[config.mk]
export PLATFORM = sky130hd
export DESIGN_NAME = ld_elem_convert
export DESIGN_NICKNAME = d
export VERILOG_FILES = /design/src/rtl/ldconv_pkg.sv /design/src/rtl/ldconv_byteswap.sv /design/src/rtl/ldconv_widen.sv /design/src/rtl/ldconv_narrow.sv /design/src/rtl/ld_elem_convert.sv
export SDC_FILE = /design/constraint.sdc
export NUM_CORES = 1
export LEC_CHECK = 0
export BUFFER_PORTS_ARGS = -buffer_cell sky130_fd_sc_hd__buf_2
export CAP_MARGIN = 20
export CORE_MARGIN = 5
export CORE_UTILIZATION = 34
export DETAILED_ROUTE_END_ITERATION = 8
export HOLD_SLACK_MARGIN = 0.03
export REMOVE_ABC_BUFFERS = 1
export SLEW_MARGIN = 25
export SYNTH_ARGS = -nofsm -noshare
export SYNTH_HDL_FRONTEND = slang
export SYNTH_SLANG_ARGS = --single-unit
[constraint.sdc]
create_clock -name clk -period 5.4 [get_ports clk]
set_input_delay 0.27 -clock clk [delete_from_list [all_inputs] [get_ports clk]]
set_output_delay 0.27 -clock clk [all_outputs]
set_load 0.005 [all_outputs]
[src/rtl/ldconv_pkg.sv]
// Package: shared width-code type for the load element converter.
// Assumes a 64-bit datapath with four power-of-two widths from 8 to 64 bits.
package ldconv_pkg;
    typedef enum logic [1:0] {
        EW_8  = 2'd0,
        EW_16 = 2'd1,
        EW_32 = 2'd2,
        EW_64 = 2'd3
    } ew_e;
endpackage

[src/rtl/ldconv_byteswap.sv]
// Byte reversal over the low 2^code bytes of the word.
// Assumes DATA_W is a multiple of 8 and that NCODE covers 1..DATA_W/8 bytes.
// Bytes above the selected width are passed through and are masked later.
module ldconv_byteswap #(
    parameter int DATA_W = 64,
    parameter int NCODE  = 4,
    parameter int CODE_W = 2
) (
    input  logic [DATA_W-1:0] din,
    input  logic [CODE_W-1:0] code,
    input  logic              swap,
    output logic [DATA_W-1:0] dout
);
    localparam int NBYTES = DATA_W / 8;

    logic [DATA_W-1:0] cand [NCODE];

    // One reversed candidate per width code.
    for (genvar c = 0; c < NCODE; c++) begin : g_w
        localparam int NB = 1 << c;
        for (genvar b = 0; b < NBYTES; b++) begin : g_b
            if (b < NB) begin : g_rev
                assign cand[c][8*b +: 8] = din[8*(NB-1-b) +: 8];
            end else begin : g_keep
                assign cand[c][8*b +: 8] = din[8*b +: 8];
            end
        end
    end

    // Pick the candidate for the operation width, or bypass.
    always_comb begin
        dout = swap ? cand[code] : din;
    end
endmodule

[src/rtl/ldconv_widen.sv]
// Extends the op-width value to the full word, by sign or by zero.
// Assumes bits above the op width are junk and must not leak through.
module ldconv_widen #(
    parameter int DATA_W = 64,
    parameter int NCODE  = 4,
    parameter int CODE_W = 2
) (
    input  logic [DATA_W-1:0] din,
    input  logic [CODE_W-1:0] code,
    input  logic              sext,
    output logic [DATA_W-1:0] dout
);
    localparam int NBYTES = DATA_W / 8;

    logic [DATA_W-1:0] ext [NCODE];

    // Extended form for each operation width.
    for (genvar c = 0; c < NCODE; c++) begin : g_w
        localparam int NB = 1 << c;
        if (NB >= NBYTES) begin : g_full
            assign ext[c] = din;
        end else begin : g_part
            assign ext[c] = {{(DATA_W-8*NB){sext & din[8*NB-1]}}, din[8*NB-1:0]};
        end
    end

    // Select by operation width.
    always_comb begin
        dout = ext[code];
    end
endmodule

[src/rtl/ldconv_narrow.sv]
// Reduces the full-word value to the destination width: plain mask,
// unsigned clamp or signed clamp. Bits above the destination width leave as zero.
// Assumes the input was sign-extended for signed saturation and zero-extended otherwise.
module ldconv_narrow #(
    parameter int DATA_W = 64,
    parameter int NCODE  = 4,
    parameter int CODE_W = 2
) (
    input  logic [DATA_W-1:0] din,
    input  logic [CODE_W-1:0] code,
    input  logic              sat_en,
    input  logic              sat_signed,
    output logic [DATA_W-1:0] dout
);
    localparam int NBYTES = DATA_W / 8;

    logic [DATA_W-1:0] res [NCODE];

    // Result candidate for each destination width.
    for (genvar c = 0; c < NCODE; c++) begin : g_w
        localparam int NB = 1 << c;
        localparam int W  = 8 * NB;
        logic [DATA_W-1:0] mask, smax, smin;
        logic              fit_u, fit_s;
        if (NB >= NBYTES) begin : g_full
            assign mask  = '1;
            assign fit_u = 1'b1;
            assign fit_s = 1'b1;
        end else begin : g_part
            assign mask  = {{(DATA_W-W){1'b0}}, {W{1'b1}}};
            assign fit_u = ~|din[DATA_W-1:W];
            assign fit_s = (&din[DATA_W-1:W-1]) | ~|din[DATA_W-1:W-1];
        end
        assign smax = mask >> 1;
        assign smin = mask & ~smax;
        always_comb begin
            if (!sat_en)
                res[c] = din & mask;
            else if (!sat_signed)
                res[c] = fit_u ? din : mask;
            else if (fit_s)
                res[c] = din & mask;
            else
                res[c] = din[DATA_W-1] ? smin : smax;
        end
    end

    // Select by destination width.
    always_comb begin
        dout = res[code];
    end
endmodule

[src/rtl/ld_elem_convert.sv]
// Top of the load element converter: byte order, widen, narrow, one register.
// Assumes width codes 0..3 map to 8/16/32/64 bits; latency is one cycle.
// The output register holds its value when no valid input arrives.
module ld_elem_convert #(
    parameter int DATA_W = 64
) (
    input  logic              clk,
    input  logic              rst_n,
    input  logic              in_valid,
    input  logic [DATA_W-1:0] in_data,
    input  logic [1:0]        op_ew,
    input  logic [1:0]        dst_ew,
    input  logic              rev_op,
    input  logic              le_mode,
    input  logic              sat_en,
    input  logic              sat_signed,
    output logic              out_valid,
    output logic [DATA_W-1:0] out_data
);
    import ldconv_pkg::*;

    localparam int NBYTES = DATA_W / 8;
    localparam int NCODE  = $clog2(NBYTES) + 1;
    localparam int CODE_W = 2;

    ew_e               op_code, dst_code;
    logic              do_swap;
    logic [DATA_W-1:0] swapped, widened, narrowed;

    // Decode the width codes and the merged swap condition.
    always_comb begin
        op_code  = ew_e'(op_ew);
        dst_code = ew_e'(dst_ew);
        do_swap  = ~(rev_op ^ le_mode);
    end

    ldconv_byteswap #(.DATA_W(DATA_W), .NCODE(NCODE), .CODE_W(CODE_W)) u_swap (
        .din  (in_data),
        .code (op_code),
        .swap (do_swap),
        .dout (swapped)
    );

    ldconv_widen #(.DATA_W(DATA_W), .NCODE(NCODE), .CODE_W(CODE_W)) u_widen (
        .din  (swapped),
        .code (op_code),
        .sext (sat_en & sat_signed),
        .dout (widened)
    );

    ldconv_narrow #(.DATA_W(DATA_W), .NCODE(NCODE), .CODE_W(CODE_W)) u_narrow (
        .din        (widened),
        .code       (dst_code),
        .sat_en     (sat_en),
        .sat_signed (sat_signed),
        .dout       (narrowed)
    );

    // Output stage register with synchronous reset and hold on idle.
    always_ff @(posedge clk) begin
        if (!rst_n) begin
            out_valid <= 1'b0;
            out_data  <= '0;
        end else begin
            out_valid <= in_valid;
            if (in_valid)
                out_data <= narrowed;
        end
    end
endmodule

==> flow_metrics.py <==
metrics = {
    "logic_synthesis": {
        "netlist_instances": 717,
        "synth-async-reset-ratio_pct": 0,
        "synth_top_area_cell": "dfxtp_1",
        "synth_area_leaders": "dfxtp_1 (25%), nand2_1 (8.4%), a21oi_1 (5.6%)",
        "synth_edf_count": 0,
        "ys_ff_latch": 65,
        "synth_flop_cell": "dfxtp_1",
        "synth_common_cells": "nand2_1 (116), dfxtp_1 (65), a21oi_1 (58), o21ai_0 (58), nor2_1 (55)",
        "synth.distinct_cells": 79,
        "synth_most_common_cell": "nand2_1",
        "syn_area_per_cell_sq_um": 7.193,
        "yosys_warnings": 0,
        "ys_seq_area_share_pct": 25.23,
        "synth_top_area_share_pct": 25.23,
        "synth_area_sq_um": 5157,
    },
    "timing": {
        "slew_violations": 0,
        "tightest_slew_ns": 0.9299,
        "layout_min_cycle_time_ns": 3.669,
        "grt_setup_unrepaired": "false",
        "fin_crit_sh_pct": 67.94,
        "hold_violations": 0,
        "timing.fmax_ghz": 0.2726,
        "finClkSkew_ns": 0,
        "finalSetupViolCount": 0,
        "max_slew_margin_pct": 38.01,
        "final.setup.worst_slack_ns": 1.731,
        "fin_hold_ws_ns": 0.3434,
        "tns_ns": 0,
    },
    "cts": {
        "cts_sinks": 65,
        "cts_made_buffers": 9,
        "cts_resized": 0,
        "root_buffer": "clkbuf_16",
        "cts.htree.levels": 3,
        "cts.path.max_buffers": 2,
        "post_cts_buffers": 0,
        "clk_pin_slew_ns": 0.06,
        "cts_tree": "done",
        "clk_latency_ns": 0.35,
        "cts_hold_buf": 0,
    },
    "placement": {
        "dp_slack_ns": 1.442,
        "hpwlAfterDp_mm": 16.39,
        "dp.cells": 1005,
        "port_buffers": 139,
        "placed_cell_area_sq_um": 6015,
        "gp_congestion": 0.9937,
    },
    "floorplan": {
        "core_sq_um": 15030,
        "rows": 45,
        "die_x_um": 133.2,
        "ios": 140,
        "die_h_um": 133.2,
        "start_util_pct": 34.31,
        "die_area_sq_um": 17730,
    },
    "grt": {
        "grt_pass1_wl_mm": 33.25,
        "antenna_found_initial": 0,
        "grt_pass1_vias": 5674,
        "grt_max_degree": 78,
        "gr-total-overflow": 0,
        "track_usage_pct": 23.73,
    },
    "finish": {
        "utilization_pct": 42.20,
        "final_area_sq_um": 6344,
        "nets": 903,
        "antenna_cells": 0,
        "final_cells": 1021,
        "final_layout_size_suffix_gt1_share_pct": 25.33,
        "multiInputGateArea_sq_um": 3565,
        "area_delta_synth_final_pct": 23.00,
        "fillerInstances": 1601,
        "seq_area_sq_um": 1301,
    },
    "setup_path": {
        "r2r_cells": 3,
        "r2r_slack_ns": 4.48,
        "crit_path_max_fanout": 50,
        "startpoint": "le_mode",
        "critPathRequiredTime_ns": 5.69,
        "reg2reg_to": "out_data[7]",
        "worstSetupEndpointType": "flip-flop",
        "endpoint": "out_data[48]",
        "setup.worst_path.class": "in -> reg",
        "cp.arrival_ns": 3.96,
        "start_kind": "primary input",
        "r2r-start": "out_data[7]",
    },
    "route": {
        "dr.first_iter.drc_count": 748,
        "dr.pass1.iters": 5,
        "avgRoutedWirePerCell_um": 21.09,
        "route.detailed.drc": 0,
        "avgViaCountPerCell": 6.063,
        "via_count": 6190,
        "routed_wl_mm": 21.53,
        "antenna_left": 0,
    },
    "job": {
        "max_cap_viol_count": 0,
    },
    "run_status": {
        "status": "complete, no violations",
    },
    "power_and_ir_drop": {
        "total_power_mw": 1.628,
        "p_leak_nw": 2.669,
        "power_density_nw_per_um2": 256.6,
        "peakVddDrop_mv": 0.1680,
    },
    "worst_hold_path": {
        "hp-class": "in -> reg",
    },
}
power by group:
group | internal, mW | switching, mW | leakage (nW)
Sequential | 0.507 | 0.0126 | 0.531
Clock | 0.418 | 0.233 | 0.159
Combinational | 0.166 | 0.292 | 1.98
Total | 1.09 | 0.537 | 2.67
registers in the layout, summed over array words and instances (netlist names):
name and count:
out_valid 1, out_data 64
placed cells by master, fill, tap and decap left out, types with 17 or more instances in the layout:
master and instances:
a21oi_1 58, buf_2 139, dfxtp_1 65, mux2_2 17, mux2i_1 23, nand2_1 116
nand3_1 33, nand4_1 18, nor2_1 55, nor4_1 18, o21ai_0 58, o21ai_1 22
logic make-up after synthesis:
family	count (synthesis)	share of synthesized area (%)
simple gates	291	26.61
mux	46	10.65
flops	65	25.23
xor+xnor	2	0.3397
compound gates	244	31.08
buf+inv	69	6.089
critical path, stage by stage:
cell,delay [ns]
buf_2,0.13
xnor2_2,0.53
buf_12,0.32
a21boi_0,0.18
nor4_1,0.31
nand4_1,0.12
o31a_1,0.43
buf_4,0.20
nor3_2,0.45
nand2_1,0.12
o311ai_2,0.28
and2_1,0.40
a22o_1,0.18
worst min-delay path by stage:
stage / from / endpoint / cells past startpoint
6_report: rst_n / out_data[18] / 3
5_1_grt: rst_n / out_data[61] / 2
4_1_cts: rst_n / out_data[17] / 3
3_5_place_dp: out_data[38] / out_data[38] / 2
3_3_place_gp: out_data[32] / out_data[32] / 2
2_1_floorplan: in_valid / out_data[31] / 1
cell type report:
type	instances	area share, %
clock buffers	10	3.767
clock inverters	6	1.420
inverters	14	0.8284
multi-input cells	583	56.19
flip-flops and latches	65	20.51
well taps	188	3.708
repair buffers	155	13.57
metal layers:
metal  GRT usage [%]  vias to the layer above  part of all wire [%]
li1                -                     2911                     -
met2           36.12                      347                    44
met4           7.714                        0                   2.6
met3           6.420                       40                    11
met1           32.66                     2892                    43
met5               0                        -                     0
No activity file was read; power rests on OpenSTA's default activity.
